--- src/rtl/qrss_pkg.sv ---
package qrss_pkg;

  typedef enum logic {
    ST_HUNT = 1'b0,
    ST_LOCK = 1'b1
  } sync_state_e;

endpackage

--- src/rtl/qrss_pattern_gen.sv ---
module qrss_pattern_gen #(
  parameter int unsigned POLY_LEN = 20,
  parameter int unsigned TAP      = 3,
  parameter int unsigned ZERO_RUN = 14
) (
  input  logic clk,
  input  logic rst_n,
  input  logic adv,
  input  logic locked,
  input  logic rx_bit,
  output logic exp_bit,
  output logic mismatch
);

  logic [POLY_LEN-1:0] hist_q;
  logic [POLY_LEN-1:0] hist_d;
  logic                raw_pred;
  logic                forced;
  logic                feed;

  // recurrence bit predicted from history (hist_q[0] is the newest bit)
  always_comb begin
    raw_pred = hist_q[TAP-1] ^ hist_q[POLY_LEN-1];
    forced   = (hist_q[ZERO_RUN-1:0] == '0);
    exp_bit  = raw_pred | forced;
    mismatch = rx_bit ^ exp_bit;
    feed     = locked ? raw_pred : rx_bit;
    hist_d   = hist_q;
    if (adv) begin
      hist_d = {hist_q[POLY_LEN-2:0], feed};
    end
  end

  always_ff @(posedge clk or negedge rst_n) begin
    if (!rst_n) begin
      hist_q <= '0;
    end else begin
      hist_q <= hist_d;
    end
  end

  // generator position holds when no bit is presented
  a_r7_hist_hold : assert property (@(posedge clk) disable iff (!rst_n)
    !adv |=> $stable(hist_q));

  // while locked the newest history bit follows the recurrence, not the line
  a_r2_free_run : assert property (@(posedge clk) disable iff (!rst_n)
    (adv && locked) |=> (hist_q[0] == ($past(hist_q[TAP-1]) ^ $past(hist_q[POLY_LEN-1]))));

endmodule

--- src/rtl/qrss_sync_fsm.sv ---
module qrss_sync_fsm
  import qrss_pkg::*;
#(
  parameter int unsigned LOCK_CNT = 32,
  parameter int unsigned WIN_LEN  = 64,
  parameter int unsigned WIN_ERR  = 6
) (
  input  logic clk,
  input  logic rst_n,
  input  logic adv,
  input  logic mismatch,
  output logic locked,
  output logic bit_err
);

  localparam int unsigned RUN_W  = $clog2(LOCK_CNT + 1);
  localparam int unsigned WCNT_W = $clog2(WIN_LEN + 1);

  sync_state_e         state_q, state_d;
  logic [RUN_W-1:0]    run_q, run_d;
  logic [WIN_LEN-2:0]  win_q, win_d;
  logic [WCNT_W-1:0]   wcnt_q, wcnt_d;
  logic [WCNT_W-1:0]   win_sum;

  assign locked  = (state_q == ST_LOCK);
  assign bit_err = adv && locked && mismatch;

  always_comb begin
    state_d = state_q;
    run_d   = run_q;
    win_d   = win_q;
    wcnt_d  = wcnt_q;
    win_sum = wcnt_q + WCNT_W'(bit_err);
    if (adv) begin
      case (state_q)
        ST_HUNT: begin
          if (mismatch) begin
            run_d = '0;
          end else if (run_q == RUN_W'(LOCK_CNT - 1)) begin
            state_d = ST_LOCK;
            run_d   = '0;
            win_d   = '0;
            wcnt_d  = '0;
          end else begin
            run_d = run_q + RUN_W'(1);
          end
        end
        ST_LOCK: begin
          if (win_sum >= WCNT_W'(WIN_ERR)) begin
            state_d = ST_HUNT;
            run_d   = '0;
            win_d   = '0;
            wcnt_d  = '0;
          end else begin
            win_d  = {win_q[WIN_LEN-3:0], mismatch};
            wcnt_d = win_sum - WCNT_W'(win_q[WIN_LEN-2]);
          end
        end
        default: state_d = ST_HUNT;
      endcase
    end
  end

  always_ff @(posedge clk or negedge rst_n) begin
    if (!rst_n) begin
      state_q <= ST_HUNT;
      run_q   <= '0;
      win_q   <= '0;
      wcnt_q  <= '0;
    end else begin
      state_q <= state_d;
      run_q   <= run_d;
      win_q   <= win_d;
      wcnt_q  <= wcnt_d;
    end
  end

  // entering lock only at the end of a full matching run
  a_r3_lock_after_run : assert property (@(posedge clk) disable iff (!rst_n)
    $rose(locked) |-> ($past(run_q) == RUN_W'(LOCK_CNT - 1)));

  // in lock the window count stays below the loss threshold
  a_r6_window_bound : assert property (@(posedge clk) disable iff (!rst_n)
    locked |-> (wcnt_q < WCNT_W'(WIN_ERR)));

  // leaving lock only on an errored bit
  a_r6_loss_on_error : assert property (@(posedge clk) disable iff (!rst_n)
    $fell(locked) |-> $past(bit_err));

  // no state movement without a bit
  a_r7_state_hold : assert property (@(posedge clk) disable iff (!rst_n)
    !adv |=> ($stable(state_q) && $stable(run_q) && $stable(wcnt_q)));

endmodule

--- src/rtl/qrss_err_stats.sv ---
module qrss_err_stats #(
  parameter int unsigned CNT_W = 16
) (
  input  logic             clk,
  input  logic             rst_n,
  input  logic             bit_err,
  input  logic             ovf_clr,
  input  logic             irq_en,
  input  logic             irq_clr,
  output logic [CNT_W-1:0] err_count,
  output logic             ovf_flag,
  output logic             irq_stat,
  output logic             irq
);

  logic [CNT_W-1:0] cnt_q, cnt_d;
  logic             ovf_q, ovf_d;
  logic             ist_q, ist_d;
  logic             wrap;

  always_comb begin
    wrap  = bit_err && (cnt_q == '1);
    cnt_d = cnt_q;
    if (bit_err) begin
      cnt_d = cnt_q + CNT_W'(1);
    end
    ovf_d = wrap | (ovf_q & ~ovf_clr);
    ist_d = wrap | (ist_q & ~irq_clr);
  end

  always_ff @(posedge clk or negedge rst_n) begin
    if (!rst_n) begin
      cnt_q <= '0;
      ovf_q <= 1'b0;
      ist_q <= 1'b0;
    end else begin
      cnt_q <= cnt_d;
      ovf_q <= ovf_d;
      ist_q <= ist_d;
    end
  end

  assign err_count = cnt_q;
  assign ovf_flag  = ovf_q;
  assign irq_stat  = ist_q;
  assign irq       = ist_q & irq_en;

  // counter holds when no counted error arrives
  a_r5_cnt_hold : assert property (@(posedge clk) disable iff (!rst_n)
    !bit_err |=> $stable(cnt_q));

  // one step per counted error
  a_r4_cnt_step : assert property (@(posedge clk) disable iff (!rst_n)
    bit_err |=> (cnt_q == $past(cnt_q) + CNT_W'(1)));

  // overflow flag is sticky until cleared
  a_r8_ovf_sticky : assert property (@(posedge clk) disable iff (!rst_n)
    (ovf_q && !ovf_clr) |=> ovf_q);

  // overflow flag rises only together with a wrap to zero
  a_r8_ovf_on_wrap : assert property (@(posedge clk) disable iff (!rst_n)
    $rose(ovf_q) |-> (cnt_q == '0 && $past(cnt_q) == '1));

  // status is set by the same wrap regardless of enable
  a_r9_stat_with_ovf : assert property (@(posedge clk) disable iff (!rst_n)
    $rose(ovf_q) |-> ist_q);

endmodule

--- src/rtl/qrss_rx_mon.sv ---
module qrss_rx_mon #(
  parameter int unsigned POLY_LEN = 20,
  parameter int unsigned TAP      = 3,
  parameter int unsigned ZERO_RUN = 14,
  parameter int unsigned LOCK_CNT = 32,
  parameter int unsigned WIN_LEN  = 64,
  parameter int unsigned WIN_ERR  = 6,
  parameter int unsigned CNT_W    = 16
) (
  input  logic             clk,
  input  logic             rst_n,
  input  logic             bit_en,
  input  logic             bit_in,
  input  logic             ovf_clr,
  input  logic             irq_en,
  input  logic             irq_clr,
  output logic             sync_lost,
  output logic [CNT_W-1:0] err_count,
  output logic             ovf_flag,
  output logic             irq_stat,
  output logic             irq
);

  logic [1:0] rst_sync_q;
  logic       rst_int_n;
  logic       locked;
  logic       exp_bit;
  logic       mismatch;
  logic       bit_err;

  always_ff @(posedge clk or negedge rst_n) begin
    if (!rst_n) begin
      rst_sync_q <= 2'b00;
    end else begin
      rst_sync_q <= {rst_sync_q[0], 1'b1};
    end
  end
  assign rst_int_n = rst_sync_q[1];

  qrss_pattern_gen #(
    .POLY_LEN (POLY_LEN),
    .TAP      (TAP),
    .ZERO_RUN (ZERO_RUN)
  ) u_gen (
    .clk      (clk),
    .rst_n    (rst_int_n),
    .adv      (bit_en),
    .locked   (locked),
    .rx_bit   (bit_in),
    .exp_bit  (exp_bit),
    .mismatch (mismatch)
  );

  qrss_sync_fsm #(
    .LOCK_CNT (LOCK_CNT),
    .WIN_LEN  (WIN_LEN),
    .WIN_ERR  (WIN_ERR)
  ) u_fsm (
    .clk      (clk),
    .rst_n    (rst_int_n),
    .adv      (bit_en),
    .mismatch (mismatch),
    .locked   (locked),
    .bit_err  (bit_err)
  );

  qrss_err_stats #(
    .CNT_W (CNT_W)
  ) u_stats (
    .clk       (clk),
    .rst_n     (rst_int_n),
    .bit_err   (bit_err),
    .ovf_clr   (ovf_clr),
    .irq_en    (irq_en),
    .irq_clr   (irq_clr),
    .err_count (err_count),
    .ovf_flag  (ovf_flag),
    .irq_stat  (irq_stat),
    .irq       (irq)
  );

  assign sync_lost = ~locked;

  // internal reset holds the detector out of sync
  a_r1_reset_hunt : assert property (@(posedge clk)
    !rst_int_n |=> (sync_lost || !rst_int_n));

  // an unlocked cycle never moves the counter
  a_r5_unlocked_hold : assert property (@(posedge clk) disable iff (!rst_int_n)
    sync_lost |=> $stable(err_count));

endmodule

--- config.mk ---
export PLATFORM = sky130hd
export DESIGN_NAME = qrss_rx_mon
export DESIGN_NICKNAME = d
export VERILOG_FILES = /design/src/rtl/qrss_pkg.sv /design/src/rtl/qrss_pattern_gen.sv /design/src/rtl/qrss_sync_fsm.sv /design/src/rtl/qrss_err_stats.sv /design/src/rtl/qrss_rx_mon.sv
export SDC_FILE = /design/constraint.sdc
export NUM_CORES = 1
export LEC_CHECK = 0
export BUFFER_PORTS_ARGS = -buffer_cell sky130_fd_sc_hd__buf_4
export CORE_MARGIN = 2
export CORE_UTILIZATION = 35
export DETAILED_ROUTE_END_ITERATION = 6
export PLACE_DENSITY = 0.6
export REMOVE_ABC_BUFFERS = 1
export SETUP_SLACK_MARGIN = 0.15
export SLEW_MARGIN = 20
export SYNTH_ARGS = -nofsm -noshare
export SYNTH_HDL_FRONTEND = slang
export SYNTH_SLANG_ARGS = --single-unit
--- constraint.sdc ---
create_clock -name clk -period 4.29 [get_ports clk]
set_input_delay 0.429 -clock clk [delete_from_list [all_inputs] [get_ports clk]]
set_output_delay 0.429 -clock clk [all_outputs]
set_load 0.05 [all_outputs]
After elaboration in Yosys (flattened, before gate mapping) --
Index checks and enable logic that the tools add are counted.
Storage, ports and cells: output and inout bits 20, input bits 7, word-level logic and storage cells 53, bits in registers 117
Cells by class: reduce and logical (&&, ||, !) cells 6, order comparisons 1, bitwise operators 11, $add $sub $neg 4, muxes and demuxes 17, equality and inequality tests 5
Operator list (number):
- 63-bit two-way mux | 3
- 63-bit one-hot mux with 2 select lines | 1
- 7-bit two-way mux | 3
- 6-bit two-way mux | 3
- 16-bit by 1-bit adder with 16-bit output, second input constant | 1
- 16-bit equality test, second input constant | 1
- 14-bit logical NOT | 1
- 7-bit one-hot mux with 2 select lines | 1
- 6-bit one-hot mux with 2 select lines | 1
- 7-bit by 1-bit adder with 7-bit output | 1
- 7-bit by 3-bit greater-or-equal comparator with 1-bit output, second input constant | 1
- 7-bit by 1-bit subtractor with 7-bit output | 1
- 6-bit by 1-bit adder with 6-bit output, second input constant | 1
- 6-bit by 5-bit equality test with 1-bit output, second input constant | 1
- 1-bit two-way mux | 4
- 2-bit != test, second input constant | 2
- 1-bit bitwise AND | 3
- 1-bit logical AND | 3
- 1-bit NOT | 3
- 1-bit bitwise OR | 3
- 3-bit AND reduction | 1
- 2-bit by 1-bit != test with 1-bit output, second input constant | 1
- 1-bit one-hot mux with 2 select lines | 1
- 2-bit AND reduction | 1
- 1-bit XOR | 2

Longest topological paths before layout --
Gate-level depths: netlist of the first run.
depth after elaboration 8, mapped depth 17, gate-level depth less buffers 14

Cells and area by module --
A second synthesis of the first run with hierarchy kept.
Second synthesis, totals: cells, all modules 523, area total of the unflattened synthesis 5295.1 µm²
Modules (own cells, without submodules):
- qrss_sync_fsm | cells an instance 388, times used 1, seq. area each 1926.8 µm², area an instance 3548.4 µm²
- qrss_pattern_gen | cells an instance 64, times used 1, seq. area each 500.5 µm², area an instance 910.9 µm²
- qrss_err_stats | cells an instance 67, times used 1, seq. area each 450.4 µm², area an instance 778.2 µm²
- qrss_rx_mon | cells an instance 4, times used 1, seq. area each 50.0 µm², area an instance 57.6 µm²

Least setup slack after synthesis of the first run --
No wires, ideal clock.
path type register to register, from register u_gen.hist_q[11], to register u_fsm.win_q[23], data arrival time 3.170 ns, library setup time 0.065 ns, slack 1.055 ns, stages on the path, launching flop included 17, buffers on the path 4, period minus slack after synthesis 3.235 ns, data required time 4.225 ns, cells stage by stage dfrtp_1 nor4_1 nand4_1 a21boi_2 nor2b_1 buf_6 and2_1 buf_6 ha_1 ha_1 buf_2 xor2_1 nor3_1 o211ai_2 nor2_2 clkbuf_1 a22o_2
On the way: cells in the longest elaborated chain, start to end 8, elaborated cells between the ends (all ways) 10, classes of those cells add/sub (1); order compare (1); eq/ne (1); mux (2); bitwise (2); reduce/logical (3)
RTL lines:
- start, declared | line qrss_pattern_gen.sv:15 | logic [POLY_LEN-1:0] hist_q;
- start signal, assigned | line qrss_pattern_gen.sv:38 | hist_q <= hist_d;
- 14-bit logical NOT * | line qrss_pattern_gen.sv:24 | forced = (hist_q[ZERO_RUN-1:0] == '0);
- 1-bit bitwise OR * | line qrss_pattern_gen.sv:25 | exp_bit = raw_pred | forced;
- 1-bit XOR * | line qrss_pattern_gen.sv:26 | mismatch = rx_bit ^ exp_bit;
- 1-bit logical AND | line qrss_sync_fsm.sv:26 | assign bit_err = adv && locked && mismatch;
- 7-bit by 1-bit adder with 7-bit output | line qrss_sync_fsm.sv:33 | win_sum = wcnt_q + WCNT_W'(bit_err);
- 7-bit by 3-bit greater-or-equal comparator with 1-bit output | line qrss_sync_fsm.sv:49 | if (win_sum >= WCNT_W'(WIN_ERR)) begin
- 63-bit two-way mux | line qrss_sync_fsm.sv:49
- 63-bit one-hot mux with 2 select lines | line qrss_sync_fsm.sv:35 | case (state_q)
- end signal, assigned | line qrss_sync_fsm.sv:73 | win_q <= win_d;
- end, declared | line qrss_sync_fsm.sv:21 | logic [WIN_LEN-2:0] win_q, win_d;
Mark *: on every way between the ends. The rest lies on a longest branch, timed or not. A chain may end at the register's enable or synchronous reset.

Worst setup path in the final report of the first run --
from register u_gen.hist_q[1], to register u_fsm.wcnt_q[2]
On the way: cells in the longest elaborated chain, start to end 8, elaborated cells between the ends (all ways) 11, classes of those cells add/sub (2); order compare (1); eq/ne (1); mux (2); bitwise (2); reduce/logical (3)
RTL lines:
- 14-bit logical NOT * | line qrss_pattern_gen.sv:24
- 1-bit bitwise OR * | line qrss_pattern_gen.sv:25
- 1-bit XOR * | line qrss_pattern_gen.sv:26
- 1-bit logical AND | line qrss_sync_fsm.sv:26
- 7-bit by 1-bit adder with 7-bit output | line qrss_sync_fsm.sv:33
- 7-bit by 1-bit subtractor with 7-bit output / 7-bit by 3-bit greater-or-equal comparator with 1-bit output (equally long branches) | line qrss_sync_fsm.sv:56, qrss_sync_fsm.sv:49
- 7-bit two-way mux | line qrss_sync_fsm.sv:49
- 7-bit one-hot mux with 2 select lines | line qrss_sync_fsm.sv:35
- end signal, assigned | line qrss_sync_fsm.sv:74 | wcnt_q <= wcnt_d;
- end, declared | line qrss_sync_fsm.sv:22 | logic [WCNT_W-1:0] wcnt_q, wcnt_d;
Marks and branches as above.

==> results of run 1 <==
## routing by layer
metal / GRT usage / part of all wire
met1: 0.168 / 0.49
met2: 0.195 / 0.46
met3: 0.0460 / 0.036
met4: 0.0596 / 0.010
met5: 0 / 0
## worst max-delay path, stage by stage, from the launching register on
cell and delay [ns]:
sky130_fd_sc_hd__dfrtp_1 0.40, sky130_fd_sc_hd__nor4_1 0.30, sky130_fd_sc_hd__nand4_1 0.24, sky130_fd_sc_hd__nand3b_1 0.16, sky130_fd_sc_hd__nor2b_1 0.16, sky130_fd_sc_hd__and2_1 0.24
sky130_fd_sc_hd__ha_1 0.26, sky130_fd_sc_hd__ha_1 0.38, sky130_fd_sc_hd__xor2_1 0.11, sky130_fd_sc_hd__o22ai_1 0.28, sky130_fd_sc_hd__o211ai_2 0.20, sky130_fd_sc_hd__nor2_4 0.34
sky130_fd_sc_hd__buf_12 0.28, sky130_fd_sc_hd__nand3_1 0.11, sky130_fd_sc_hd__o311ai_1 0.11
## cell type report
| cell class | instances | area, um^2 | share of cell area |
|---|---|---|---|
| clock buffer | 22 | 464 | 0.0792 |
| sequential | 117 | 2930 | 0.500 |
| clock inverter | 10 | 153 | 0.0260 |
| tap | 180 | 225 | 0.0384 |
| timing repair buffer | 32 | 275 | 0.0469 |
| inverter | 8 | 30.0 | 0.00512 |
| multi-input combinational | 226 | 1780 | 0.304 |
## how the worst max path moves through the flow
stage	startpoint	endpoint	depth (start not counted)
after detailed placement	u_gen.hist_q[11]	u_fsm.wcnt_q[2]	14
final	u_gen.hist_q[1]	u_fsm.wcnt_q[2]	14
after floorplan	u_gen.hist_q[11]	u_fsm.wcnt_q[2]	13
after CTS	u_gen.hist_q[1]	u_fsm.wcnt_q[2]	14
after global routing	u_gen.hist_q[1]	u_fsm.wcnt_q[2]	14
after global placement	u_gen.hist_q[11]	u_fsm.wcnt_q[2]	14
## Yosys cell counts, drive strengths merged (2+ instances only)
cell | count | area (um^2)
a311o | 2 | 20.0
ha | 6 | 75.1
buf | 20 | 173
nor4 | 6 | 37.5
nand4 | 8 | 50.1
and3 | 10 | 62.6
inv | 8 | 30.0
clkbuf | 4 | 16.3
mux2 | 21 | 240
nor4b | 2 | 23.8
nand2 | 18 | 67.6
xnor2 | 13 | 114
a22o | 63 | 562
a32o | 3 | 30.0
o21ai | 6 | 30.0
and2 | 5 | 31.3
and4 | 2 | 17.5
dfrtp | 117 | 2930
nor3 | 6 | 35.0
a21oi | 3 | 15.0
a31oi | 2 | 12.5
nand3b | 2 | 15.0
nand3 | 9 | 45.0
xor2 | 8 | 70.1
or2 | 2 | 12.5
a221o | 3 | 32.5
nor2b | 2 | 12.5
nor2 | 12 | 47.6
## registers in the layout (all words and copies together) (netlist names)
register           count
u_fsm.wcnt_q           7
u_fsm.locked           1
u_fsm.win_q           63
rst_sync_q             2
u_stats.err_count     16
u_fsm.run_q            6
u_stats.irq_stat       1
u_stats.ovf_flag       1
u_gen.hist_q          20
## power groups by stage
stage	logic [mW]	clock network [mW]	registers, mW
floorplan	0.525	0	1.62
global placement	0.815	0	1.58
detailed placement	0.831	0	1.59
CTS	0.836	1.50	1.58
global route	0.930	1.55	1.61
finish	0.837	1.46	1.57
## logic make-up after synthesis
kind of cell,count (synthesis),synth area share
flops,117,0.595
compound gates,89,0.157
simple gates,87,0.0989
buf+inv,32,0.0445
mux,22,0.0509
xor+xnor,21,0.0374
fa+ha+maj,6,0.0153
other cells,1,0.000762
## metrics by stage
| stage | cell area [um^2] | power (mW) | setup TNS, ns | utilization |
|---|---|---|---|---|
| after floorplan | 4730 | 2.15 | -17.79 | - |
| after global placement | 5210 | 2.39 | 0 | 0.377 |
| after detailed placement | 5210 | 2.42 | 0 | 0.377 |
| after CTS | 5840 | 3.91 | 0 | 0.422 |
| after global routing | 5860 | 4.09 | 0 | 0.424 |
| final | 5860 | 3.87 | 0 | 0.424 |
## layout by cell type, fill, tap and decap left out, types with 3 or more instances in the layout
cell / instances
sky130_fd_sc_hd__xnor2_1: 13
sky130_fd_sc_hd__a32o_1: 3
sky130_fd_sc_hd__dfrtp_1: 116
sky130_fd_sc_hd__xor2_1: 8
sky130_fd_sc_hd__buf_4: 29
sky130_fd_sc_hd__and2_1: 5
sky130_fd_sc_hd__a22o_1: 55
sky130_fd_sc_hd__nor4_1: 6
sky130_fd_sc_hd__and3_1: 10
sky130_fd_sc_hd__nor3_1: 5
sky130_fd_sc_hd__o21ai_0: 5
sky130_fd_sc_hd__nand3_1: 9
sky130_fd_sc_hd__bufinv_16: 4
sky130_fd_sc_hd__inv_1: 8
sky130_fd_sc_hd__nor2_1: 11
sky130_fd_sc_hd__mux2_2: 20
sky130_fd_sc_hd__nand4_1: 8
sky130_fd_sc_hd__a22o_2: 8
sky130_fd_sc_hd__clkbuf_1: 3
sky130_fd_sc_hd__ha_1: 6
sky130_fd_sc_hd__nand2_1: 18
sky130_fd_sc_hd__clkbuf_16: 17
sky130_fd_sc_hd__clkinv_2: 5
sky130_fd_sc_hd__a21oi_1: 3
## repair_timing
action / in CTS / in global routing
hold buffers: 1 / 0
endpoints found under the hold margin: 2 / 0
endpoints found under the setup margin: 0 / 0
==> flow_summary.html, run 1 <==
<table>
<tr><th>Metric</th><th>Value</th></tr>
<tr><th colspan="2">Floorplan</th></tr>
<tr><td>Initial Util</td><td>0.356</td></tr>
<tr><td>Vertical die dimension</td><td>between 100 and 150 um</td></tr>
<tr><td>I/O pin count</td><td>27</td></tr>
<tr><td>Total core area</td><td>about 0.014 mm^2</td></tr>
<tr><td>Overall die width</td><td>approximately 120 um</td></tr>
<tr><td>Die area</td><td>roughly 0.015 mm^2</td></tr>
<tr><td>Std cell rows</td><td>43</td></tr>
<tr><th colspan="2">STA</th></tr>
<tr><td>Min cycle time layout</td><td>roughly 3.7 ns</td></tr>
<tr><td>Tightest hold margin</td><td>0.210 ns</td></tr>
<tr><td>Transition time at the pin with the least slew margin</td><td>around 0.81 ns</td></tr>
<tr><td>Number of endpoints with negative hold slack in the final report</td><td>0</td></tr>
<tr><td>Fin crit share</td><td>0.857</td></tr>
<tr><td>Setup repair after global routing missed its margin</td><td>false</td></tr>
<tr><td>Maximum clock frequency</td><td>0.272 GHz</td></tr>
<tr><td>Final setup skew</td><td>0.0148 ns</td></tr>
<tr><td>Slack of the critical path</td><td>approximately 0.6 ns</td></tr>
<tr><td>Number of failing setup endpoints in the final timing report</td><td>0</td></tr>
<tr><td>Relative slew slack</td><td>0.460</td></tr>
<tr><td>Max-slew violation total from the final report</td><td>0</td></tr>
<tr><th colspan="2">Clock network</th></tr>
<tr><td>Inserted Clock Buffers</td><td>17</td></tr>
<tr><td>Clock Sink Count</td><td>around 120</td></tr>
<tr><td>Clock tree from TritonCTS</td><td>done</td></tr>
<tr><td>Post-CTS sizing</td><td>0</td></tr>
<tr><td>CTS clock-pin slew for the worst setup and hold paths</td><td>~0.05 ns</td></tr>
<tr><td>Number of levels in the clock H-tree</td><td>4</td></tr>
<tr><td>Buffer levels on the longest clock path</td><td>2</td></tr>
<tr><td>Clock Tree Root</td><td>sky130_fd_sc_hd__clkbuf_16</td></tr>
<tr><td>Post-CTS repair timing setup buffer count</td><td>0</td></tr>
<tr><td>Clock insertion delay at the later pin of the skew report</td><td>0.41 ns</td></tr>
<tr><th colspan="2">Synthesis</th></tr>
<tr><td>Mean instance size in the synthesized netlist</td><td>13.1 um^2</td></tr>
<tr><td>Predominant post-synthesis flop cell</td><td>sky130_fd_sc_hd__dfrtp_1</td></tr>
<tr><td>Yosys cell types</td><td>slightly above 50</td></tr>
<tr><td>Area of the mapped netlist</td><td>between 0.004 and 0.005 mm^2</td></tr>
<tr><td>Number of warnings issued by yosys</td><td>0</td></tr>
<tr><td>Synthesis-stage register bit count</td><td>between 100 and 150</td></tr>
<tr><td>Gate count of the mapped netlist</td><td>375</td></tr>
<tr><td>Fraction of the yosys area taken by sequential cells</td><td>0.595</td></tr>
<tr><td>Fraction of synthesis flops using an asynchronous set or reset pin</td><td>1.00</td></tr>
<tr><td>Number of enable flip-flop cells after synthesis</td><td>0</td></tr>
<tr><th colspan="2">Worst setup path</th></tr>
<tr><td>Worst endpoint required time</td><td>around 4.6 ns</td></tr>
<tr><td>Crit path capture type</td><td>flop</td></tr>
<tr><td>Crit start category</td><td>flop</td></tr>
<tr><td>Worst reg-to-reg setup slack</td><td>a little over 0.6 ns</td></tr>
<tr><td>Cells on worst reg2reg path</td><td>14</td></tr>
<tr><td>Class of the most critical setup path</td><td>flop to flop</td></tr>
<tr><td>Reg-to-Reg End</td><td>u_fsm.wcnt_q[2]</td></tr>
<tr><td>Maximum fanout encountered on the critical timing path</td><td>54</td></tr>
<tr><td>Startpoint of the worst register-to-register path</td><td>u_gen.hist_q[1]</td></tr>
<tr><td>Data arrival at the endpoint of the critical path</td><td>between 3 and 4 ns</td></tr>
<tr><th colspan="2">Power and ir drop</th></tr>
<tr><td>Leak</td><td>2.77 nW</td></tr>
<tr><td>Combinational share of power</td><td>0.216</td></tr>
<tr><td>Net switching fraction of the power</td><td>0.301</td></tr>
<tr><td>Int Pwr</td><td>2.71 mW</td></tr>
<tr><td>Areal power density over the cells</td><td>approximately 660 mW/mm^2</td></tr>
<tr><td>Net switching power</td><td>1.17 mW</td></tr>
<tr><td>Clock group share of total power</td><td>0.378</td></tr>
<tr><td>Sequential share of power</td><td>0.406</td></tr>
<tr><td>Worst vdd rail ir drop</td><td>roughly 0.31 mV</td></tr>
<tr><th colspan="2">Layout</th></tr>
<tr><td>Layout net count</td><td>415</td></tr>
<tr><td>Finished Layout Cells</td><td>slightly below 600</td></tr>
<tr><td>Total of fill cells in the finished design</td><td>around 1300</td></tr>
<tr><td># diodes</td><td>0</td></tr>
<tr><td>P&amp;R area growth vs syn</td><td>19.2%</td></tr>
<tr><td>Fraction of layout cells with a size suffix above 1</td><td>0.246</td></tr>
<tr><th colspan="2">Min path</th></tr>
<tr><td>Hold path startpoint</td><td>irq_clr</td></tr>
<tr><td>Worst hold endpoint</td><td>u_stats.irq_stat</td></tr>
<tr><td>Cells on Worst Hold Path</td><td>2</td></tr>
<tr><td>Class of the tightest hold or removal check</td><td>primary input to flop</td></tr>
<tr><th colspan="2">Drt</th></tr>
<tr><td>Initial drt markers</td><td>229</td></tr>
<tr><td>Pre-antenna DRT Iters</td><td>4</td></tr>
<tr><td>Average wire per cell in the routed design</td><td>around 15 um</td></tr>
<tr><td>Total routed wirelength</td><td>around 8800 um</td></tr>
<tr><td>Vias per inst</td><td>5.24</td></tr>
<tr><td>Antenna viol nets, final</td><td>0</td></tr>
<tr><td>Via count of the routed design</td><td>just over 3000</td></tr>
<tr><td>Residual DRC</td><td>0</td></tr>
<tr><th colspan="2">GRT</th></tr>
<tr><td>Global-route wire length before repair</td><td>15300 um</td></tr>
<tr><td>Largest net degree at the start of global routing</td><td>85</td></tr>
<tr><td>Global routing usage summed across all routing layers</td><td>0.130</td></tr>
<tr><td>Vias in the first global route</td><td>between 3000 and 4000</td></tr>
<tr><td>Antenna violations before repair</td><td>0</td></tr>
<tr><td>Grt ovf</td><td>0</td></tr>
<tr><th colspan="2">Placed design</th></tr>
<tr><td>Post-place setup slack</td><td>just under 0.6 ns</td></tr>
<tr><td>Port Buffers</td><td>26</td></tr>
<tr><td>Sum of net half-perimeters after detailed placement</td><td>about 5200 um</td></tr>
<tr><td>Number of placed instances with taps included</td><td>roughly 560</td></tr>
<tr><td>Weighted congestion reported at the end of routability-driven placement</td><td>around 0.8</td></tr>
<tr><th colspan="2">Outcome</th></tr>
<tr><td>Outcome</td><td>complete, no violations</td></tr>
<tr><th colspan="2">Flow run</th></tr>
<tr><td>Total of max-cap violations</td><td>0</td></tr>
</table>
No activity file was read; power rests on OpenSTA's default activity.
==> run 2, diff against run 1 <==
- clock period: 4.29 -> 4.6 ns (I/O delays scaled with it)
==> run 2 against run 1 <==
  * Critical endpoint is now u_fsm.win_q[22]
  * Design area shrank 0.90%
  * Register-to-register slack hardly changed
  * Total power decreased by 8.3%
  * Non-clock buffer count unchanged
  * Sequential power shrank 6%
  * Critical path depth unchanged
  * Largest cell class unchanged
  * Highest routed layer unchanged
==> flow_summary.html, run 2 (synthesis gave the netlist of run 1 again) <==
<table>
<tr><th>Metric</th><th>Value</th></tr>
<tr><th colspan="2">Placed design</th></tr>
<tr><td>Weighted congestion reported at the end of routability-driven placement</td><td>0.781 (-0.60%)</td></tr>
<tr><td>Sum of net half-perimeters after detailed placement</td><td>5100 um (-2.5%)</td></tr>
<tr><td>Port Buffers</td><td>26 (unchanged)</td></tr>
<tr><td>Post-place setup slack</td><td>0.531 ns (-0.0507 ns)</td></tr>
<tr><td>Number of placed instances with taps included</td><td>562 (+0.18%)</td></tr>
<tr><th colspan="2">Flow run</th></tr>
<tr><td>Total of max-cap violations</td><td>0 (unchanged)</td></tr>
<tr><th colspan="2">Worst setup path</th></tr>
<tr><td>Worst reg-to-reg setup slack</td><td>0.62 ns (about the same)</td></tr>
<tr><td>Slowest cell on crit path</td><td>sky130_fd_sc_hd__ha_1</td></tr>
<tr><td>Startpoint of the worst register-to-register path</td><td>u_gen.hist_q[11]</td></tr>
<tr><td>Reg-to-Reg End</td><td>u_fsm.win_q[22]</td></tr>
<tr><td>Highest cell delay on the worst timing path</td><td>0.39 ns (about the same)</td></tr>
<tr><td>Cell count along the critical path</td><td>14 (unchanged)</td></tr>
<tr><td>Maximum fanout encountered on the critical timing path</td><td>28 (-48%)</td></tr>
<tr><td>Data arrival at the endpoint of the critical path</td><td>4.32 ns (+0.35 ns)</td></tr>
<tr><td>Class of the most critical setup path</td><td>flop to flop</td></tr>
<tr><td>Crit start category</td><td>flop</td></tr>
<tr><td>Critical Path, Cell by Cell</td><td>nor4_1 -&gt; nand4_1 -&gt; nand3b_1 -&gt; nor2b_1 -&gt; buf_4 -&gt; and2_1 -&gt; ha_1 -&gt; ha_1 -&gt; xor2_1 -&gt; o22ai_1 -&gt; o211ai_2 -&gt; nor2_4 -&gt; buf_4 -&gt; a22o_2</td></tr>
<tr><td>Number of buffers and inverters on the critical path</td><td>2 (+1)</td></tr>
<tr><td>Crit path capture type</td><td>flop</td></tr>
<tr><td>Worst endpoint required time</td><td>4.94 ns (+0.35 ns)</td></tr>
<tr><td>Cell class contributing the biggest share of worst-path delay</td><td>simple AND/OR/NAND/NOR gates</td></tr>
<tr><td>CP Launch Point</td><td>u_gen.hist_q[11]</td></tr>
<tr><td>Cells on worst reg2reg path</td><td>14 (unchanged)</td></tr>
<tr><th colspan="2">STA</th></tr>
<tr><td>Relative slew slack</td><td>0.418 (-0.0417)</td></tr>
<tr><td>Final setup skew</td><td>0.00474 ns (-0.0101 ns)</td></tr>
<tr><td>Min cycle time layout</td><td>3.98 ns (+0.302 ns)</td></tr>
<tr><td>Maximum clock frequency</td><td>0.251 GHz (-7.6%)</td></tr>
<tr><td>Max-slew violation total from the final report</td><td>0 (unchanged)</td></tr>
<tr><td>Fin crit share</td><td>0.864 (+0.00789)</td></tr>
<tr><td>Number of failing setup endpoints in the final timing report</td><td>0 (unchanged)</td></tr>
<tr><td>Slack of the critical path</td><td>0.624 ns (+0.00820 ns)</td></tr>
<tr><td>Tightest hold margin</td><td>0.263 ns (+0.0530 ns)</td></tr>
<tr><td>Number of endpoints with negative hold slack in the final report</td><td>0 (unchanged)</td></tr>
<tr><td>Setup repair after global routing missed its margin</td><td>false</td></tr>
<tr><td>Transition time at the pin with the least slew margin</td><td>0.872 ns (+0.0647 ns)</td></tr>
<tr><th colspan="2">Drt</th></tr>
<tr><td>Antenna viol nets, final</td><td>0 (unchanged)</td></tr>
<tr><td>Average wire per cell in the routed design</td><td>14.6 um (-0.55%)</td></tr>
<tr><td>Total routed wirelength</td><td>8710 um (-0.55%)</td></tr>
<tr><td>Residual DRC</td><td>0 (unchanged)</td></tr>
<tr><td>Via count of the routed design</td><td>3064 (-1.7%)</td></tr>
<tr><td>Vias per inst</td><td>5.15 (-1.7%)</td></tr>
<tr><td>Pre-antenna DRT Iters</td><td>4 (unchanged)</td></tr>
<tr><td>Top routing layer used</td><td>met4</td></tr>
<tr><td>Initial drt markers</td><td>210 (-8.3%)</td></tr>
<tr><td>Detailed-routing wirelength on met1</td><td>4260 um (-1.7%)</td></tr>
<tr><td>DR WL met2</td><td>3930 um (-2.4%)</td></tr>
<tr><td>Routed wire length on met3</td><td>369 um (+19%)</td></tr>
<tr><th colspan="2">Min path</th></tr>
<tr><td>Hold path startpoint</td><td>irq_clr</td></tr>
<tr><td>Worst hold endpoint</td><td>u_stats.irq_stat</td></tr>
<tr><td>Class of the tightest hold or removal check</td><td>primary input to flop</td></tr>
<tr><td>Cells on Worst Hold Path</td><td>2 (unchanged)</td></tr>
<tr><th colspan="2">Floorplan</th></tr>
<tr><td>Initial Util</td><td>0.356 (unchanged)</td></tr>
<tr><td>Total core area</td><td>0.0138 mm^2 (unchanged)</td></tr>
<tr><td>Overall die width</td><td>123 um (unchanged)</td></tr>
<tr><td>Die area</td><td>0.0150 mm^2 (unchanged)</td></tr>
<tr><td>Std cell rows</td><td>43 (unchanged)</td></tr>
<tr><td>Vertical die dimension</td><td>123 um (unchanged)</td></tr>
<tr><td>I/O pin count</td><td>27 (unchanged)</td></tr>
<tr><th colspan="2">Layout</th></tr>
<tr><td>Layout net count</td><td>416 (+0.24%)</td></tr>
<tr><td>Most common cell after layout, fill and taps aside</td><td>sky130_fd_sc_hd__dfrtp_1</td></tr>
<tr><td>Most used cells in the layout excluding fill and tap cells</td><td>sky130_fd_sc_hd__dfrtp_1, sky130_fd_sc_hd__a22o_1, sky130_fd_sc_hd__buf_4</td></tr>
<tr><td>Fraction of layout cells with a size suffix above 1</td><td>0.248 (+0.00241)</td></tr>
<tr><td>P&amp;R area growth vs syn</td><td>18.1%</td></tr>
<tr><td>Max reg flops</td><td>63 (unchanged)</td></tr>
<tr><td>Most flops, register</td><td>u_fsm.win_q</td></tr>
<tr><td># diodes</td><td>0 (unchanged)</td></tr>
<tr><td>Final Util</td><td>0.420 (-0.00380)</td></tr>
<tr><td>Finished Layout Cells</td><td>595 (unchanged)</td></tr>
<tr><th colspan="2">Power and ir drop</th></tr>
<tr><td>Int Pwr</td><td>2.46 mW (-9.1%)</td></tr>
<tr><td>Leak</td><td>2.75 nW (-0.82%)</td></tr>
<tr><td>Net switching fraction of the power</td><td>0.308 (+0.00644)</td></tr>
<tr><td>Combinational share of power</td><td>0.217 (about the same)</td></tr>
<tr><td>Sum of internal, switching and leakage power</td><td>3.55 mW (-8.3%)</td></tr>
<tr><td>Net switching power</td><td>1.09 mW (-6.3%)</td></tr>
<tr><td>Clock group share of total power</td><td>0.369 (-0.009)</td></tr>
<tr><td>Worst vdd rail ir drop</td><td>0.313 mV (+0.14%)</td></tr>
<tr><td>Areal power density over the cells</td><td>611 mW/mm^2 (-7.4%)</td></tr>
<tr><td>Sequential share of power</td><td>0.414 (+0.008)</td></tr>
<tr><th colspan="2">Clock network</th></tr>
<tr><td>Inserted Clock Buffers</td><td>17 (unchanged)</td></tr>
<tr><td>Clock tree from TritonCTS</td><td>done</td></tr>
<tr><td>Buffer levels on the longest clock path</td><td>2 (unchanged)</td></tr>
<tr><td>Clock Tree Root</td><td>sky130_fd_sc_hd__clkbuf_16</td></tr>
<tr><td>Post-CTS sizing</td><td>0 (unchanged)</td></tr>
<tr><td>Number of levels in the clock H-tree</td><td>4 (unchanged)</td></tr>
<tr><td>Clock Sink Count</td><td>117 (unchanged)</td></tr>
<tr><td>CTS clock-pin slew for the worst setup and hold paths</td><td>0.05 ns (about the same)</td></tr>
<tr><td>Clock insertion delay at the later pin of the skew report</td><td>0.40 ns (about the same)</td></tr>
<tr><th colspan="2">GRT</th></tr>
<tr><td>Vias in the first global route</td><td>3019 (-5.1%)</td></tr>
<tr><td>Global-route wire length before repair</td><td>14900 um (-2.5%)</td></tr>
<tr><td>Antenna violations before repair</td><td>0 (unchanged)</td></tr>
<tr><td>Global routing usage summed across all routing layers</td><td>0.126 (-0.00402)</td></tr>
<tr><td>Largest net degree at the start of global routing</td><td>70 (-18%)</td></tr>
<tr><td>Grt ovf</td><td>0 (unchanged)</td></tr>
<tr><th colspan="2">Outcome</th></tr>
<tr><td>Outcome</td><td>complete, no violations</td></tr>
</table>
run 2: what timing repair did:
action | 4_1_cts | 5_1_grt
hold buffers | 1 | 0
endpoints found under the setup margin | 0 | 28
endpoints found under the hold margin | 2 | 0
buffers inserted | 0 | 0
run 2: layout make-up:
cell class | instances | area [um^2]
Fill cell | 1249 | 8020
Sequential cell | 117 | 2930
Multi-Input combinational cell | 227 | 1790
Clock buffer | 21 | 460
Timing Repair Buffer | 32 | 243
Tap cell | 180 | 225
Clock inverter | 10 | 130
Inverter | 8 | 30.0
run 2: per-stage QoR:
| step | area [um^2] | TNS [ns] |
|---|---|---|
| 2_1_floorplan | 4730 | -0.486 |
| 3_3_place_gp | 5200 | 0 |
| 3_5_place_dp | 5200 | 0 |
| 4_1_cts | 5800 | 0 |
| 5_1_grt | 5810 | 0 |
| 6_report | 5810 | 0 |
run 2: worst max-delay path by stage:
stage	endpoint	slack (ns)
2_1_floorplan	u_fsm.wcnt_q[2]	-0.18
4_1_cts	u_fsm.win_q[22]	0.50
6_report	u_fsm.win_q[22]	0.62
3_3_place_gp	u_fsm.win_q[21]	0.64
5_1_grt	u_fsm.win_q[22]	0.21
3_5_place_dp	u_fsm.win_q[44]	0.53
run 2: power groups by stage:
stage,logic [mW],registers [mW],clock network (mW)
6_report,0.770,1.47,1.31
5_1_grt,0.851,1.51,1.39
4_1_cts,0.774,1.47,1.34
3_5_place_dp,0.769,1.48,0
3_3_place_gp,0.752,1.47,0
2_1_floorplan,0.490,1.51,0
run 2: layer usage:
| metal | up-vias | global-route usage |
|---|---|---|
| met2 | 60 | 0.177 |
| met4 | 0 | 0.0560 |
| met1 | 1540 | 0.178 |
| met3 | 10 | 0.0376 |
| li1 | 1454 | - |
| met5 | - | 0 |
==> run 3, diff against run 2 <==
- REMOVE_ABC_BUFFERS: 1 -> not set
- clock period: 4.6 -> 5 ns (I/O delays scaled with it)
==> run 3 against run 2 <==
  * Largest power group unchanged
  * Final cell count unchanged
  * Global-route usage rose by 0.25 points
  * Non-clock buffer count did not move
  * Critical endpoint is now u_fsm.wcnt_q[2]
  * Clock power about the same
  * Utilization is 0.43 points higher
  * Hold slack lost 0.0034 ns
  * Critical path depth is 1 higher
  * Critical path type unchanged
==> flow_summary.html, run 3 (synthesis gave the netlist of run 1 again) <==
<table>
<tr><th>Metric</th><th>Value</th></tr>
<tr><th colspan="2">Outcome</th></tr>
<tr><td>Outcome</td><td>complete, no violations</td></tr>
<tr><th colspan="2">Layout</th></tr>
<tr><td>Most flops, register</td><td>u_fsm.win_q</td></tr>
<tr><td>P&amp;R area growth vs syn</td><td>19.3%</td></tr>
<tr><td>Most used cells in the layout excluding fill and tap cells</td><td>sky130_fd_sc_hd__dfrtp_1, sky130_fd_sc_hd__a22o_1, sky130_fd_sc_hd__buf_4</td></tr>
<tr><td>Fraction of layout cells with a size suffix above 1</td><td>0.253 (+0.00482)</td></tr>
<tr><td>Total of fill cells in the finished design</td><td>1238 (-0.88%)</td></tr>
<tr><td>Max reg flops</td><td>63 (unchanged)</td></tr>
<tr><td>Most common cell after layout, fill and taps aside</td><td>sky130_fd_sc_hd__dfrtp_1</td></tr>
<tr><td># diodes</td><td>0 (unchanged)</td></tr>
<tr><td>Layout net count</td><td>415 (-0.24%)</td></tr>
<tr><th colspan="2">Floorplan</th></tr>
<tr><td>Std cell rows</td><td>43 (unchanged)</td></tr>
<tr><td>Total core area</td><td>0.0138 mm^2 (unchanged)</td></tr>
<tr><td>Overall die width</td><td>123 um (unchanged)</td></tr>
<tr><td>I/O pin count</td><td>27 (unchanged)</td></tr>
<tr><td>Die area</td><td>0.0150 mm^2 (unchanged)</td></tr>
<tr><td>Initial Util</td><td>0.356 (unchanged)</td></tr>
<tr><td>Vertical die dimension</td><td>123 um (unchanged)</td></tr>
<tr><th colspan="2">STA</th></tr>
<tr><td>Max-slew violation total from the final report</td><td>0 (unchanged)</td></tr>
<tr><td>Setup repair after global routing missed its margin</td><td>false</td></tr>
<tr><td>Fin crit share</td><td>0.780 (-0.0844)</td></tr>
<tr><td>Sum of negative setup slack</td><td>0 ns (unchanged)</td></tr>
<tr><td>Number of endpoints with negative hold slack in the final report</td><td>0 (unchanged)</td></tr>
<tr><td>Transition time at the pin with the least slew margin</td><td>0.794 ns (-0.0786 ns)</td></tr>
<tr><td>Maximum clock frequency</td><td>0.256 GHz (+2.0%)</td></tr>
<tr><td>Relative slew slack</td><td>0.471 (+0.0524)</td></tr>
<tr><td>Final setup skew</td><td>0.00919 ns (+0.00445 ns)</td></tr>
<tr><td>Number of failing setup endpoints in the final timing report</td><td>0 (unchanged)</td></tr>
<tr><td>Min cycle time layout</td><td>3.90 ns (-0.0761 ns)</td></tr>
<tr><th colspan="2">Power and ir drop</th></tr>
<tr><td>Leak</td><td>2.77 nW (+0.68%)</td></tr>
<tr><td>Areal power density over the cells</td><td>577 mW/mm^2 (-5.7%)</td></tr>
<tr><td>Worst vdd rail ir drop</td><td>0.377 mV (+20%)</td></tr>
<tr><td>Sum of internal, switching and leakage power</td><td>3.39 mW (-4.7%)</td></tr>
<tr><th colspan="2">Drt</th></tr>
<tr><td>Via count of the routed design</td><td>3015 (-1.6%)</td></tr>
<tr><td>Pre-antenna DRT Iters</td><td>5 (+1)</td></tr>
<tr><td>Vias per inst</td><td>5.07 (-1.6%)</td></tr>
<tr><td>Antenna viol nets, final</td><td>0 (unchanged)</td></tr>
<tr><td>Average wire per cell in the routed design</td><td>14.3 um (-2.2%)</td></tr>
<tr><td>Total routed wirelength</td><td>8520 um (-2.2%)</td></tr>
<tr><td>Initial drt markers</td><td>258 (+23%)</td></tr>
<tr><td>Residual DRC</td><td>0 (unchanged)</td></tr>
<tr><th colspan="2">GRT</th></tr>
<tr><td>Global routing usage summed across all routing layers</td><td>0.128 (+0.00251)</td></tr>
<tr><td>Global-route wire length before repair</td><td>14900 um (+0.23%)</td></tr>
<tr><td>Grt ovf</td><td>0 (unchanged)</td></tr>
<tr><td>Vias in the first global route</td><td>3004 (-0.50%)</td></tr>
<tr><td>Largest net degree at the start of global routing</td><td>71 (+1.4%)</td></tr>
<tr><td>Antenna violations before repair</td><td>0 (unchanged)</td></tr>
<tr><th colspan="2">Worst setup path</th></tr>
<tr><td>Crit start category</td><td>flop</td></tr>
<tr><td>Crit path capture type</td><td>flop</td></tr>
<tr><td>Startpoint of the worst register-to-register path</td><td>u_gen.hist_q[11]</td></tr>
<tr><td>Reg-to-Reg End</td><td>u_fsm.wcnt_q[2]</td></tr>
<tr><td>CP Launch Point</td><td>u_gen.hist_q[11]</td></tr>
<tr><td>Data arrival at the endpoint of the critical path</td><td>4.21 ns (-0.11 ns)</td></tr>
<tr><td>Worst reg-to-reg setup slack</td><td>1.10 ns (+0.48 ns)</td></tr>
<tr><td>Maximum fanout encountered on the critical timing path</td><td>33 (+18%)</td></tr>
<tr><td>Cells on worst reg2reg path</td><td>15 (+1)</td></tr>
<tr><td>Worst Setup EP</td><td>u_fsm.wcnt_q[2]</td></tr>
<tr><td>Class of the most critical setup path</td><td>flop to flop</td></tr>
<tr><td>Worst endpoint required time</td><td>5.31 ns (+0.37 ns)</td></tr>
<tr><th colspan="2">Clock network</th></tr>
<tr><td>Clock insertion delay at the later pin of the skew report</td><td>0.41 ns (about the same)</td></tr>
<tr><td>Number of levels in the clock H-tree</td><td>4 (unchanged)</td></tr>
<tr><td>Clock tree from TritonCTS</td><td>done</td></tr>
<tr><td>CTS clock-pin slew for the worst setup and hold paths</td><td>0.06 ns (about the same)</td></tr>
<tr><td>Clock Sink Count</td><td>117 (unchanged)</td></tr>
<tr><td>Buffer levels on the longest clock path</td><td>2 (unchanged)</td></tr>
<tr><td>Clock Tree Root</td><td>sky130_fd_sc_hd__clkbuf_16</td></tr>
<tr><td>Post-CTS repair timing setup buffer count</td><td>0 (unchanged)</td></tr>
<tr><td>Inserted Clock Buffers</td><td>17 (unchanged)</td></tr>
<tr><th colspan="2">Placed design</th></tr>
<tr><td>Sum of net half-perimeters after detailed placement</td><td>5070 um (-0.69%)</td></tr>
<tr><td>Weighted congestion reported at the end of routability-driven placement</td><td>0.824 (+5.6%)</td></tr>
<tr><td>Port Buffers</td><td>26 (unchanged)</td></tr>
<tr><th colspan="2">Flow run</th></tr>
<tr><td>Total of max-cap violations</td><td>0 (unchanged)</td></tr>
<tr><th colspan="2">Synthesis</th></tr>
<tr><td>Syn_nets</td><td>~390</td></tr>
<tr><th colspan="2">Min path</th></tr>
<tr><td>Class of the tightest hold or removal check</td><td>primary input to flop</td></tr>
</table>
## run 3: cell types whose count changed in the layout (fill, tap and decap cells not counted), sizes merged
cell	previous run	this run
bufinv	3	5
clkinv	5	4
clkbuf	21	19
nor2	13	12
clkinvlp	2	4
## run 3: routing by layer
metal / vias up / part of all wire / global-route usage
met5: - / 0 / 0
met4: 0 / 0.015 / 0.0474
met3: 11 / 0.036 / 0.0479
met2: 33 / 0.45 / 0.180
met1: 1522 / 0.50 / 0.181
li1: 1449 / - / -
## run 3: worst min path at each step
stage,startpoint,endpoint,cells past startpoint
after floorplan,rst_n,rst_sync_q[0],0
after global placement,rst_n,rst_sync_q[0],1
after detailed placement,rst_n,rst_sync_q[0],1
after CTS,irq_clr,u_stats.irq_stat,2
after global routing,ovf_clr,u_stats.ovf_flag,2
final,irq_clr,u_stats.irq_stat,2
## run 3: where the power goes
group	leakage [nW]	total, mW	switching, mW	internal, mW
logic	0.892	0.704	0.405	0.299
clock network	0.311	1.34	0.428	0.907
registers	1.57	1.35	0.185	1.16
## run 3: cell type report
type,instances,area (um^2),area share
sequential,117,2930,0.499
clock buffer,19,453,0.0772
multi-input combinational,226,1780,0.304
timing repair buffer,32,243,0.0413
inverter,8,30.0,0.00512
tap,180,225,0.0384
clock inverter,13,204,0.0347
## run 3: critical path: stages (launching register included)
cell and delay (ns):
sky130_fd_sc_hd__dfrtp_1 0.39, sky130_fd_sc_hd__nor4_1 0.32, sky130_fd_sc_hd__nand4_1 0.25, sky130_fd_sc_hd__nand3b_1 0.16, sky130_fd_sc_hd__nor2b_1 0.14, sky130_fd_sc_hd__buf_4 0.21
sky130_fd_sc_hd__and2_1 0.26, sky130_fd_sc_hd__ha_1 0.26, sky130_fd_sc_hd__ha_1 0.39, sky130_fd_sc_hd__xor2_1 0.12, sky130_fd_sc_hd__o22ai_1 0.29, sky130_fd_sc_hd__o211ai_2 0.20
sky130_fd_sc_hd__nor2_4 0.12, sky130_fd_sc_hd__buf_4 0.32, sky130_fd_sc_hd__inv_1 0.11, sky130_fd_sc_hd__o311ai_1 0.27
## run 3: stage by stage
step | setup WS (ns) | std cells | cell area (um^2) | hold slack, ns | util
2_1_floorplan | 1.50 | 375 | 4920 | 0.204 | -
3_5_place_dp | 1.09 | 562 | 5200 | 0.286 | 0.376
3_3_place_gp | 1.28 | 562 | 5200 | 0.284 | 0.376
5_1_grt | 0.649 | 595 | 5870 | 0.260 | 0.425
6_report | 1.10 | 595 | 5870 | 0.260 | 0.425
4_1_cts | 1.09 | 595 | 5870 | 0.244 | 0.425
## run 3: repair_timing
item | in CTS | in global routing
endpoints found under the hold margin | 2 | 0
gates resized for setup | 0 | 0
hold buffers | 1 | 0
